## config.mk

```make
export PLATFORM = sky130hd
export DESIGN_NAME = fetch_exec_seq
export DESIGN_NICKNAME = d
export VERILOG_FILES = /design/src/rtl/fes_pkg.sv /design/src/rtl/fes_pc.sv /design/src/rtl/fes_oplatch.sv /design/src/rtl/fes_fsm.sv /design/src/rtl/fetch_exec_seq.sv
export SDC_FILE = /design/constraint.sdc
export NUM_CORES = 1
export LEC_CHECK = 0
export ABC_AREA = 1
export CAP_MARGIN = 20
export CORE_MARGIN = 2
export CORE_UTILIZATION = 46
export DETAILED_ROUTE_END_ITERATION = 10
export GPL_ROUTABILITY_DRIVEN = 0
export PLACE_DENSITY_LB_ADDON = 0.08
export SYNTH_ARGS = -nofsm -noshare
export SYNTH_HDL_FRONTEND = slang
export SYNTH_SLANG_ARGS = --single-unit
export TNS_END_PERCENT = 50
```

## constraint.sdc

```tcl
create_clock -name clk -period 1.4 [get_ports clk]
set_input_delay 0.21 -clock clk [delete_from_list [all_inputs] [get_ports clk]]
set_output_delay 0.21 -clock clk [all_outputs]
set_load 0.005 [all_outputs]
```

## src/rtl/fes_pkg.sv

```systemverilog
package fes_pkg;

   typedef enum logic [1:0] {
      PH_RESET = 2'd0,
      PH_IRQ   = 2'd1,
      PH_FETCH = 2'd2,
      PH_EXEC  = 2'd3
   } phase_t;

endpackage

```

## src/rtl/fes_pc.sv

```systemverilog
module fes_pc #(
   parameter int ADDR_W = 16
) (
   input  logic              clk,
   input  logic              rst,
   input  logic              advance,
   output logic [ADDR_W-1:0] pc
);

   localparam logic [ADDR_W-1:0] PC_ZERO = '0;
   localparam logic [ADDR_W-1:0] PC_STEP = {{(ADDR_W-1){1'b0}}, 1'b1};

   generate
      if (ADDR_W < 2) begin : g_bad_width
         $error("fes_pc: ADDR_W must be at least 2");
      end
   endgenerate

   always_ff @(posedge clk) begin
      if (rst)
         pc <= PC_ZERO;
      else if (advance)
         pc <= pc + PC_STEP;   // natural wrap from all ones to zero
   end

   // stepping from all ones must land on zero
   assert_pc_wrap_R8: assert property (@(posedge clk) disable iff (rst)
      (advance && (pc == ~PC_ZERO)) |=> (pc == PC_ZERO));

endmodule

```

## src/rtl/fes_oplatch.sv

```systemverilog
module fes_oplatch #(
   parameter int OP_W = 8
) (
   input  logic            clk,
   input  logic            rst,
   input  logic            capture,
   input  logic [OP_W-1:0] pm_data,
   output logic [OP_W-1:0] opcode
);

   generate
      if (OP_W < 1) begin : g_bad_width
         $error("fes_oplatch: OP_W must be positive");
      end
   endgenerate

   always_ff @(posedge clk) begin
      if (rst)
         opcode <= '0;
      else if (capture)
         opcode <= pm_data;
   end

   // the opcode holds between fetches
   assert_opcode_hold_R4: assert property (@(posedge clk) disable iff (rst)
      !capture |=> $stable(opcode));

endmodule

```

## src/rtl/fes_fsm.sv

```systemverilog
module fes_fsm
   import fes_pkg::*;
(
   input  logic clk,
   input  logic rst,
   input  logic ex_done,
   output logic in_fetch,
   output logic exec_pulse,
   output logic advance
);

   phase_t ph;
   phase_t ph_nx;

   always_comb begin
      ph_nx = ph;
      unique case (ph)
         PH_RESET: ph_nx = PH_IRQ;
         PH_IRQ:   ph_nx = PH_FETCH;   // reserved, pass-through for now
         PH_FETCH: ph_nx = PH_EXEC;
         PH_EXEC:  if (ex_done) ph_nx = PH_IRQ;
      endcase
   end

   always_ff @(posedge clk) begin
      if (rst) begin
         ph         <= PH_RESET;
         exec_pulse <= 1'b0;
      end else begin
         ph         <= ph_nx;
         exec_pulse <= (ph == PH_FETCH);
      end
   end

   assign in_fetch = (ph == PH_FETCH);
   assign advance  = (ph == PH_EXEC) && ex_done;

   // read strobe lasts one cycle
   assert_fetch_single_R3: assert property (@(posedge clk) disable iff (rst)
      in_fetch |=> !in_fetch);

   // strobe follows fetch and lasts one cycle
   assert_strobe_after_fetch_R5: assert property (@(posedge clk) disable iff (rst)
      in_fetch |=> exec_pulse);
   assert_strobe_single_R5: assert property (@(posedge clk) disable iff (rst)
      exec_pulse |=> !exec_pulse);

   // one idle interrupt cycle, then fetch
   assert_irq_passthrough_R7: assert property (@(posedge clk) disable iff (rst)
      advance |=> !in_fetch ##1 in_fetch);

endmodule

```

## src/rtl/fetch_exec_seq.sv

```systemverilog
module fetch_exec_seq #(
   parameter int ADDR_W = 16,
   parameter int OP_W   = 8
) (
   input  logic              clk,
   input  logic              rst,
   input  logic [OP_W-1:0]   pm_data,
   input  logic              ex_done,
   output logic [ADDR_W-1:0] pm_addr,
   output logic              pm_rd,
   output logic              ex_strobe,
   output logic [OP_W-1:0]   ex_opcode
);

   localparam logic [ADDR_W-1:0] ADDR_ONE = {{(ADDR_W-1){1'b0}}, 1'b1};

   logic in_fetch;
   logic exec_pulse;
   logic advance;

   fes_fsm u_fsm (
      .clk        (clk),
      .rst        (rst),
      .ex_done    (ex_done),
      .in_fetch   (in_fetch),
      .exec_pulse (exec_pulse),
      .advance    (advance)
   );

   fes_pc #(.ADDR_W(ADDR_W)) u_pc (
      .clk     (clk),
      .rst     (rst),
      .advance (advance),
      .pc      (pm_addr)
   );

   fes_oplatch #(.OP_W(OP_W)) u_op (
      .clk     (clk),
      .rst     (rst),
      .capture (in_fetch),
      .pm_data (pm_data),
      .opcode  (ex_opcode)
   );

   assign pm_rd     = in_fetch;
   assign ex_strobe = exec_pulse;

   // reset clears the visible state on the next cycle
   assert_reset_state_R1: assert property (@(posedge clk)
      rst |=> (pm_addr == '0) && !pm_rd && !ex_strobe);

   // address stable across the fetch cycle
   assert_addr_stable_R3: assert property (@(posedge clk) disable iff (rst)
      pm_rd |=> $stable(pm_addr));

   // done with the strobe completes at once
   assert_zero_wait_R9: assert property (@(posedge clk) disable iff (rst)
      (ex_strobe && ex_done) |=> (pm_addr == $past(pm_addr) + ADDR_ONE));

endmodule

```

# After elaboration in Yosys (flattened, before gate mapping)
# Cells that the tools add are included.
[word_totals] regBits=27 output_inout_bits=26 elab_cells=13
[classes] addsub=1 eq_ne=4 mux=2 reduce_logical=2
[op_table] operator="16-bit by 1-bit adder with 16-bit output (second input constant)" count=1
[op_table] operator="2-bit case mux with 4 select lines" count=1
[op_table] operator="2-bit equality test (second input constant)" count=2
[op_table] operator="2-bit by 1-bit equality test with 1-bit output (second input constant)" count=1
[op_table] operator="2-bit logical NOT" count=1
[op_table] operator="2-bit two-way mux" count=1
[op_table] operator="2-bit != test (second input constant)" count=1
[op_table] operator="1-bit logical AND" count=1

# Longest topological paths before layout
# Gate-level depths: netlist (run 1).
[logic_depth] ltp_word=2 depth_mapped=8

# Hierarchy
# Synthesis (run 1) repeated with hierarchy kept, for this count alone.
[unflattened] hier_cells=203 area_unflattened_um2=1366.3
[by_module_without_submodules] mod="fes_pc" instances=1 cells_per_inst=126 area_per_inst_um2=847.1 seq_area_each_um2=320.3
[by_module_without_submodules] mod="fes_oplatch" instances=1 cells_per_inst=51 area_per_inst_um2=341.6 seq_area_each_um2=160.2
[by_module_without_submodules] mod="fes_fsm" instances=1 cells_per_inst=26 area_per_inst_um2=177.7 seq_area_each_um2=60.1

# Worst setup path before layout (run 1)
# OpenSTA, ideal clock, no wires.
[synth_timing] path_kind="register -> register" start="register u_fsm.ph[0]" end="register u_pc.pc[12]" setup_time_ps=113 t_arrival_ps=1144 required_ps=1287 path_slack_ps=143 path_stages_with_launch=9 n_path_buf=0 cell_sequence="dfxtp_1 ha_1 nand2_2 nor2_4 nand3b_2 nor2_2 nand2_1 nand2_1 nor2_1"
[synth_between] elab_chain_cells=2
[synth_rtl] element="from (decl)" line_no="fes_fsm.sv:12" text="phase_t ph;"
[synth_rtl] element="from (signal assigned)" line_no="fes_fsm.sv:30" text="ph <= ph_nx;"
[synth_rtl] element="2-bit equality test" line_no="fes_fsm.sv:36" text="assign advance = (ph == PH_EXEC) && ex_done;"
[synth_rtl] element="1-bit logical AND" line_no="fes_fsm.sv:36"
[synth_rtl] element="to (signal assigned)" line_no="fes_pc.sv:23" text="pc <= pc + PC_STEP;"
[synth_rtl] element="to (decl)" line_no="fes_pc.sv:7" text="output logic [ADDR_W-1:0] pc"
# Every way passes these cells.
# A chain may end at the register's enable or synchronous reset.

# Worst setup path in the final report (run 1)
# Same ends and word-level chain as after synthesis.

==> impl_metrics.csv, run 1 <==
group,metric,value,unit
logic_synthesis,post-synth-top-area-fraction,43.6,%
routing,viasPerCell,4.96,
cts,cts_tree,"yes",
routing,drcViolationCount,0,
critical_path,critPathCaptureType,"flip-flop",
logic_synthesis,yosys_warnings,0,
power,p_leak,0.984,nW
run_status,status,"completed",
logic_synthesis,async_flop_share,0,%
power,p_per_area,800,nW/um^2
die,io_pins,37,
logic_synthesis,netlist_top_cells_area,"dfxtp_1 44%, nor2_1 14%, nand2_1 6.7%",
critical_path,cp-start-kind,"flip-flop",
logic_synthesis,synth_fp_nets,182,
cts,htreeDepth,1,
critical_path,critPathKind,"flip-flop to flip-flop",
logic_synthesis,yosysMostFrequentCell,"nor2_1",
critical_path,critPathMaxStageDelay,0.36,ns
logic_synthesis,synth_edf_count,0,
global_route,grt_start_max_net_pins,19,
cells_and_area,final_util,74.7,%
cts,insertion_delay,0.35,ns
critical_path,slowest_stage,"dfxtp_2",
sta,slew-limit-headroom,66.3,%
cells_and_area,nNetsFinal,241,
sta,fin_crit,1.32,ns
routing,drt-total-wl,3090,um
global_route,gr-total-overflow,0,
placement,placed_area,1670,um^2
placement,port_buffers,36,
global_route,grtUsageTotal,20.9,%
cells_and_area,fill_cells,215,
power,p_total,1.51,mW
critical_path,cp.arrival,1.60,ns
sta,setup_violations,0,
die,start_util,49.2,%
sta,worst_pin_slew,0.504,ns
critical_path,path_delay_family,"simple AND/OR/NAND/NOR gates",
critical_path,rrSetupSlack,0.08,ns
placement,dp_cells,237,
routing,post_drt_wl_per_cell,12.1,um
sta,period_share,94.5,%
logic_synthesis,synthCells,167,
routing,drtIter0Drc,16,
cells_and_area,drive_gt1_share,28.9,%
cells_and_area,n_antenna_cell,0,
routing,drtPass1Iterations,4,
cts,cts_made_buffers,3,
routing,vias,1266,
logic_synthesis,synth_area_leader_cell,"dfxtp_1",
cells_and_area,multi_input_area,672,um^2
placement,hpwl,2200,um
sta,report.final.hold_viol_count,0,
critical_path,cp_max_fo,5,
die,rows,18,
cts,cts.sinks,27,
cells_and_area,finish.instance_area,1880,um^2
cts,cts.root.buffer_cell,"clkbuf_4",
sta,fmax,756,MHz
cts,path_clk_slew,0.16,ns
logic_synthesis,ys_ff_latch,27,
critical_path,worst-endpoint-required,1.67,ns
routing,postRouteAntennaNets,0,
global_route,grt_pass1_wl,5240,um
logic_synthesis,synth.avg_cell_area,7.42,um^2
logic_synthesis,yosysSeqAreaShare,43.6,%
logic_synthesis,synth_area,1240,um^2
global_route,grt_pass1_vias,1285,
die,fp.dieArea,3130,um^2
die,core,2520,um^2
sta,finalClockSkew,0.0174,ns
die,die_w,55.9,um
critical_path,crit_buf_inv,1,
die,die_y,55.9,um
critical_path,crit_chain,"buf_6 > ha_4 > nand2_4 > nor2_4 > nand3b_4 > nor2_4 > nand2_1 > nand2_1 > nor2_1",
logic_synthesis,ys.flop_type,"dfxtp_1",
run,max_cap_violations,0,
cells_and_area,area.growth.synth_to_final,51.9,%
logic_synthesis,synth_common_cells,"45 x nor2_1, 27 x dfxtp_1, 22 x nand2_1, 16 x inv_1, 14 x o21ai_0",
logic_synthesis,synth.distinct_cells,21,
sta,finalMaxSlewViolations,0,
global_route,antenna_found_initial,0,
min_path,hold_path.class,"input port to flip-flop",
cells_and_area,regArea,583,um^2
power,irDropWorstVdd,0.000634,V
cts,clock_path_buffers,2,
cells_and_area,finalNonFillerCells,255,
sta,grt_setup_unrepaired,"yes",
-- per-stage QoR --
stage	setup TNS [ns]	hold slack [ns]	setup slack, ns
2_1_floorplan	0	0.345	0.143
3_3_place_gp	-0.246	0.475	-0.0597
4_1_cts	-0.00826	0.417	-0.00826
6_report	0	0.407	0.0775
5_1_grt	-0.0764	0.418	-0.0439
3_5_place_dp	-0.589	0.491	-0.118
-- layout make-up --
cell class | instances | area share [%]
inverters | 17 | 3.39
repair buffers | 56 | 26.4
multi-input cells | 121 | 35.7
well taps | 30 | 1.99
clock inverters | 1 | 0.399
flip-flops and latches | 27 | 31.0
clock buffers | 3 | 1.20
-- where the power goes --
group	internal [mW]	leakage, nW	total, mW	switching (mW)
Sequential	0.830	0.232	0.862	0.0322
Clock	0.110	0.0139	0.367	0.257
Combinational	0.150	0.738	0.278	0.129
-- placed cells by master (no fill, tap or decap) --
| master | instances |
|---|---|
| xor2_1 | 5 |
| clkinv_1 | 1 |
| nand2_2 | 1 |
| nand3_4 | 1 |
| ha_4 | 1 |
| clkinvlp_4 | 1 |
| inv_1 | 16 |
| nor2_2 | 1 |
| dfxtp_2 | 22 |
| nand3_1 | 7 |
| ha_2 | 1 |
| a21oi_1 | 5 |
| clkbuf_2 | 1 |
| buf_6 | 1 |
| nor2_4 | 6 |
| nand3b_4 | 1 |
| nand4_1 | 2 |
| o21a_1 | 1 |
| nor3_1 | 3 |
| clkdlybuf4s50_1 | 10 |
| buf_4 | 19 |
| ha_1 | 2 |
| dlygate4sd2_1 | 20 |
| nor2_1 | 45 |
| o21ai_0 | 14 |
| nand2_4 | 2 |
| dfxtp_4 | 4 |
| dlymetal6s2s_1 | 5 |
| nand2_1 | 22 |
| and3_1 | 1 |
| clkbuf_4 | 3 |
| dfxtp_1 | 1 |
-- registers in the layout (all words and copies together) (netlist names) --
register and count:
u_fsm.ph 2, u_fsm.exec_pulse 1, u_op.opcode 8, u_pc.pc 16
-- path summary, 6_finish.rpt --
path                                     start        endpoint  depth (start not counted)
worst max-delay path               u_fsm.ph[0]     u_pc.pc[12]                          9
worst max register to register     u_fsm.ph[0]     u_pc.pc[12]                          9
worst min register to register  u_op.opcode[0]  u_op.opcode[0]                          2
worst min-delay path                pm_data[6]  u_op.opcode[6]                          3
-- kinds of logic after synthesis --
group,count (synthesis),synth area share [%]
compound gates,20,8.27
simple gates,92,34.6
fa+ha+maj,4,4.04
buf+inv,19,5.95
flops,27,43.6
xor+xnor,5,3.53
-- routing by layer --
metal / global-route usage [%] / wire (um) / up-vias
li1: - / - / 639
met4: 11.2 / 56 / 0
met3: 2.79 / 127 / 5
met1: 21.8 / 1340 / 595
met2: 39.8 / 1570 / 27
met5: 0 / 0 / -
-- tightest hold or removal path, stage by stage --
cell and delay (ns):
clkdlybuf4s50_1 0.39, nor2_1 0.10, nor2_1 0.05
-- what timing repair did --
action / 4_1_cts / 5_1_grt
buffers inserted: 12 / 2
endpoints found under the setup margin: 26 / 19
pin swaps: 0 / 4
gates resized for setup: 52 / 15
hold buffers: 0 / 0
(Power assumes the default switching activity.)
==> run 2: changes to the inputs <==
--- a/config.mk
+++ b/config.mk
@@ -8,7 +8,8 @@
 export ABC_AREA = 1
 export CAP_MARGIN = 20
 export CORE_MARGIN = 2
-export CORE_UTILIZATION = 46
+export CORE_UTILIZATION = 47
+export CTS_BUF_LIST = sky130_fd_sc_hd__clkbuf_2 sky130_fd_sc_hd__clkbuf_4 sky130_fd_sc_hd__clkbuf_8
 export DETAILED_ROUTE_END_ITERATION = 10
 export GPL_ROUTABILITY_DRIVEN = 0
 export PLACE_DENSITY_LB_ADDON = 0.08
==> impl_metrics.csv, run 2 (synthesis results as in run 1) <==
group,metric,value,unit
routing,viasPerCell,4.90,
global_route,grtUsageTotal,21.3,%
cts,cts.sinks,27,
die,io_pins,37,
critical_path,cp_common_cell,"buf_6",
sta,setup_tns,0,ns
global_route,grt_pass1_vias,1144,
cells_and_area,top_regs,"u_pc.pc: 16 flops, u_op.opcode: 8 flops, u_fsm.ph: 2 flops",
sta,slew-limit-headroom,84.1,%
die,fp.dieArea,3070,um^2
power,p_total,1.51,mW
critical_path,worst-endpoint-required,1.65,ns
sta,fin_ws,0.0287,ns
cts,cts_made_buffers,3,
die,rows,18,
critical_path,cp-start-kind,"flip-flop",
routing,met3WireLength,136,um
cts,path_clk_slew,0.14,ns
run_status,status,"completed",
run,max_cap_violations,0,
routing,wl_met2,1790,um
die,core,2500,um^2
die,start_util,49.6,%
cells_and_area,fill_cells,184,
cells_and_area,mostFrequentLayoutCell,"nor2_1",
routing,drtIter0Drc,25,
routing,wl_met1,1400,um
routing,drcViolationCount,0,
placement,preCtsSetupSlack,-0.0913,ns
sta,fin_crit,1.37,ns
routing,drtPass1Iterations,4,
die,die_w,55.4,um
global_route,grt_start_max_net_pins,15,
critical_path,slowest_stage,"dfxtp_2",
placement,port_buffers,36,
cells_and_area,drive_gt1_share,32.3,%
critical_path,critPathMaxStageDelay,0.36,ns
sta,finalMaxSlewViolations,0,
critical_path,critPathCaptureType,"flip-flop",
cells_and_area,n_antenna_cell,0,
cells_and_area,final_util,77.8,%
critical_path,path_delay_family,"simple AND/OR/NAND/NOR gates",
placement,hpwl,2170,um
cts,insertion_delay,0.33,ns
critical_path,critPathKind,"flip-flop to flip-flop",
power,p_per_area,775,nW/um^2
critical_path,crit_buf_inv,2,
sta,period_share,98.0,%
sta,worst_pin_slew,0.238,ns
cells_and_area,mostFrequentLayoutCells,"43 x nor2_1, 22 x buf_4, 21 x nand2_1",
cells_and_area,area.growth.synth_to_final,56.8,%
global_route,grt_pass1_wl,5270,um
cells_and_area,top_register,"u_pc.pc",
sta,report.final.hold_viol_count,0,
cts,postCtsHoldBufs,0,
critical_path,cp.arrival,1.62,ns
cells_and_area,finalNonFillerCells,259,
routing,top_layer,"met4",
sta,finalClockSkew,0.00405,ns
cts,cts.root.buffer_cell,"clkbuf_4",
cells_and_area,largest_reg_flops,16,
routing,post_drt_wl_per_cell,13.1,um
critical_path,rrSetupSlack,0.03,ns
cts,clock_path_buffers,2,
global_route,antenna_found_initial,0,
cells_and_area,nNetsFinal,245,
critical_path,cp_max_fo,5,
critical_path,crit_chain,"buf_6 > ha_4 > nand2_4 > nor2_4 > buf_6 > nand2_2 > o21ai_1 > nor2_1",
global_route,gr-total-overflow,0,
routing,postRouteAntennaNets,0,
sta,fmax,729,MHz
power,irDropWorstVdd,0.000718,V
cts,htreeDepth,1,
routing,vias,1268,
sta,setup_violations,0,
sta,grt_setup_unrepaired,"yes",
min_path,hold_path.class,"input port to flip-flop",
die,die_y,55.4,um
cts,cts_tree,"yes",
placement,dp_cells,239,
routing,drt-total-wl,3380,um
power,p_leak,1.07,nW
[run 2: changes by cell type in the layout (fill, tap and decap cells not counted), sizes merged]
cell / before / now
clkinvlp: 1 / 0
dlygate4sd2: 20 / 14
clkbuf: 4 / 5
dlymetal6s2s: 5 / 11
buf: 20 / 24
[run 2: area by class of cell]
cell class	count	area, um^2	area share, %
Timing Repair Buffer	60	553	28.4
Inverter	17	63.8	3.28
Clock buffer	4	30.0	1.54
Multi-Input combinational cell	121	666	34.2
Sequential cell	27	594	30.6
Tap cell	30	37.5	1.93
[run 2: worst paths after layout]
kind,startpoint,end,depth (start not counted)
max reg2reg,u_fsm.ph[0],u_pc.pc[4],8
min,pm_data[0],u_op.opcode[0],3
max,u_fsm.ph[0],u_pc.pc[4],8
min reg2reg,u_op.opcode[5],u_op.opcode[5],2
[run 2: metal layers]
metal	vias up	global-route usage, %
met4	0	7.32
met1	582	25.4
met5	-	0
li1	647	-
met2	34	38.1
met3	5	3.51
[run 2: what timing repair did]
item | 4_1_cts | 5_1_grt
pin swaps | 1 | 7
setup endpoints to repair | 25 | 26
cloned | 0 | 0
setup buffers | 12 | 4
gates resized for setup | 50 | 27
[run 2: tightest hold or removal path, delay by kind of cell]
family,cells,cell delay [ns]
buf+inv,1,0.40
simple gates,2,0.15
[run 2: power by group]
group	internal [mW]	leakage (nW)	switching (mW)
Clock	0.131	0.0184	0.234
Combinational	0.157	0.818	0.129
Sequential	0.822	0.234	0.0320
Total	1.11	1.07	0.396
[run 2: metrics by stage]
stage	hold slack, ns	instance area, um^2
4_1_cts	0.443	1840
3_5_place_dp	0.491	1690
6_report	0.439	1940
2_1_floorplan	0.345	1240
5_1_grt	0.438	1940
3_3_place_gp	0.479	1690
==> run 3: changes to the inputs <==
--- a/config.mk
+++ b/config.mk
@@ -7,7 +7,6 @@
 export LEC_CHECK = 0
 export ABC_AREA = 1
 export CAP_MARGIN = 20
-export CORE_MARGIN = 2
 export CORE_UTILIZATION = 47
 export CTS_BUF_LIST = sky130_fd_sc_hd__clkbuf_2 sky130_fd_sc_hd__clkbuf_4 sky130_fd_sc_hd__clkbuf_8
 export DETAILED_ROUTE_END_ITERATION = 10
==> constraint.sdc (replaced) <==
create_clock -name clk -period 1.5 [get_ports clk]
set_input_delay 0.225 -clock clk [delete_from_list [all_inputs] [get_ports clk]]
set_output_delay 0.225 -clock clk [all_outputs]
set_load 0.005 [all_outputs]
==> impl_metrics.csv, run 3 (synthesis results as in run 1) <==
group,metric,value,unit
critical_path,critPathKind,"flip-flop to output pin",
sta,worst_pin_slew,0.470,ns
cts,cts_made_buffers,3,
critical_path,slowest_stage,"clkdlybuf4s50_1",
global_route,grt_pass1_wl,4610,um
global_route,gr-total-overflow,0,
power,p_per_area,797,nW/um^2
cts,path_clk_slew,0.15,ns
cells_and_area,area.growth.synth_to_final,42.1,%
routing,post_drt_wl_per_cell,11.8,um
run_status,status,"completed",
routing,drtPass1Iterations,4,
cells_and_area,largest_reg_flops,16,
cts,cts.root.buffer_cell,"clkbuf_4",
cells_and_area,mostFrequentLayoutCells,"44 x nor2_1, 35 x clkdlybuf4s50_1, 22 x nand2_1",
critical_path,worst-endpoint-required,1.27,ns
cells_and_area,drive_gt1_share,19.9,%
critical_path,path_delay_family,"buffers and inverters",
cts,clock_path_buffers,2,
cells_and_area,top_register,"u_pc.pc",
routing,drcViolationCount,0,
routing,viasPerCell,4.99,
sta,setup_violations,0,
cts,postCtsHoldBufs,0,
cts,insertion_delay,0.34,ns
die,die_y,53.4,um
routing,postRouteAntennaNets,0,
critical_path,critPathMaxStageDelay,0.52,ns
global_route,grt_start_max_net_pins,19,
critical_path,critPathCaptureType,"output pin",
global_route,grtUsageTotal,22.5,%
routing,vias,1202,
cells_and_area,fill_cells,229,
die,core,2480,um^2
die,die_w,53.4,um
placement,port_buffers,36,
min_path,hold_path.class,"input port to flip-flop",
cts,cts_tree,"yes",
cells_and_area,nNetsFinal,227,
critical_path,crit_buf_inv,1,
die,fp.dieArea,2850,um^2
routing,drtIter0Drc,20,
die,io_pins,37,
power,p_leak,0.714,nW
sta,grt_setup_unrepaired,"no",
sta,report.final.hold_viol_count,0,
critical_path,cp-start-kind,"flip-flop",
placement,hpwl,2160,um
sta,fin_crit,1.47,ns
sta,period_share,97.9,%
cts,htreeDepth,1,
cells_and_area,final_util,71.1,%
die,start_util,50.1,%
cells_and_area,top_regs,"u_pc.pc: 16 flops, u_op.opcode: 8 flops, u_fsm.ph: 2 flops",
die,rows,18,
sta,fmax,681,MHz
global_route,antenna_found_initial,0,
cells_and_area,n_antenna_cell,0,
placement,dp_cells,236,
power,irDropWorstVdd,0.000799,V
sta,slew-limit-headroom,68.6,%
critical_path,cp.arrival,1.24,ns
cts,cts.sinks,27,
critical_path,crit_chain,"clkdlybuf4s50_1",
routing,drt-total-wl,2840,um
sta,finalMaxSlewViolations,0,
critical_path,cp_max_fo,6,
sta,finalClockSkew,0.00659,ns
cells_and_area,finalNonFillerCells,241,
run,max_cap_violations,0,
global_route,grt_pass1_vias,1100,
cells_and_area,mostFrequentLayoutCell,"nor2_1",
==> run 3: cell types whose count changed in the layout (fill, tap and decap cells not counted), moves of 2 or more <==
cell | previous run | this run
o21ai_0 | 12 | 14
buf_6 | 2 | 0
o21ai_1 | 2 | 0
dlygate4sd2_1 | 14 | 1
dlymetal6s2s_1 | 11 | 0
buf_4 | 22 | 6
dfxtp_2 | 19 | 11
clkdlybuf4s50_1 | 10 | 35
dfxtp_1 | 0 | 9
==> run 3: final timing paths <==
kind	startpoint	end	slack [ns]	depth (start not counted)
max	u_pc.pc[11]	pm_addr[11]	0.03	1
min	pm_data[1]	u_op.opcode[1]	0.46	3
max reg2reg	u_fsm.ph[0]	u_pc.pc[14]	0.16	9
min reg2reg	u_pc.pc[3]	u_pc.pc[3]	0.49	1
==> run 3: cell type report <==
class | instances | area (um^2) | area share (%)
Inverter | 17 | 63.8 | 3.62
Timing Repair Buffer | 42 | 404 | 22.9
Clock buffer | 4 | 30.0 | 1.70
Sequential cell | 27 | 581 | 33.0
Tap cell | 30 | 37.5 | 2.13
Multi-Input combinational cell | 121 | 646 | 36.6
==> run 3: layer usage <==
layer	wire, um	track usage, %	part of all wire (%)
met1	1260	26.1	44
met2	1380	38.8	49
met3	131	2.87	4.6
met4	67	13.2	2.4
met5	0	0	0
==> run 3: report_power, final <==
part | switching [mW] | total, mW | internal (mW) | leakage (nW)
Combinational | 0.117 | 0.266 | 0.149 | 0.466
Sequential | 0.0330 | 0.793 | 0.760 | 0.230
Clock | 0.222 | 0.345 | 0.123 | 0.0184
Total | 0.372 | 1.40 | 1.03 | 0.714
==> run 3: per-stage QoR <==
step           hold slack (ns)  setup TNS, ns  setup slack [ns]  area (um^2)  total power [mW]
2_1_floorplan            0.360              0             0.243         1240             0.914
3_3_place_gp             0.476              0            0.0151         1670              1.06
4_1_cts                  0.454              0           0.00243         1720              1.42
3_5_place_dp             0.491        -0.0196           -0.0108         1670              1.07
5_1_grt                  0.486              0          0.000428         1760              1.46
6_report                 0.457              0            0.0308         1760              1.40
==> run 3: what timing repair did <==
| item | 4_1_cts | 5_1_grt |
|---|---|---|
| resized for setup | 16 | 14 |
| endpoints found under the hold margin | 0 | 0 |
| buffers inserted | 1 | 0 |
| cloned | 0 | 0 |
| pin swaps | 0 | 2 |
| setup endpoints to repair | 14 | 14 |
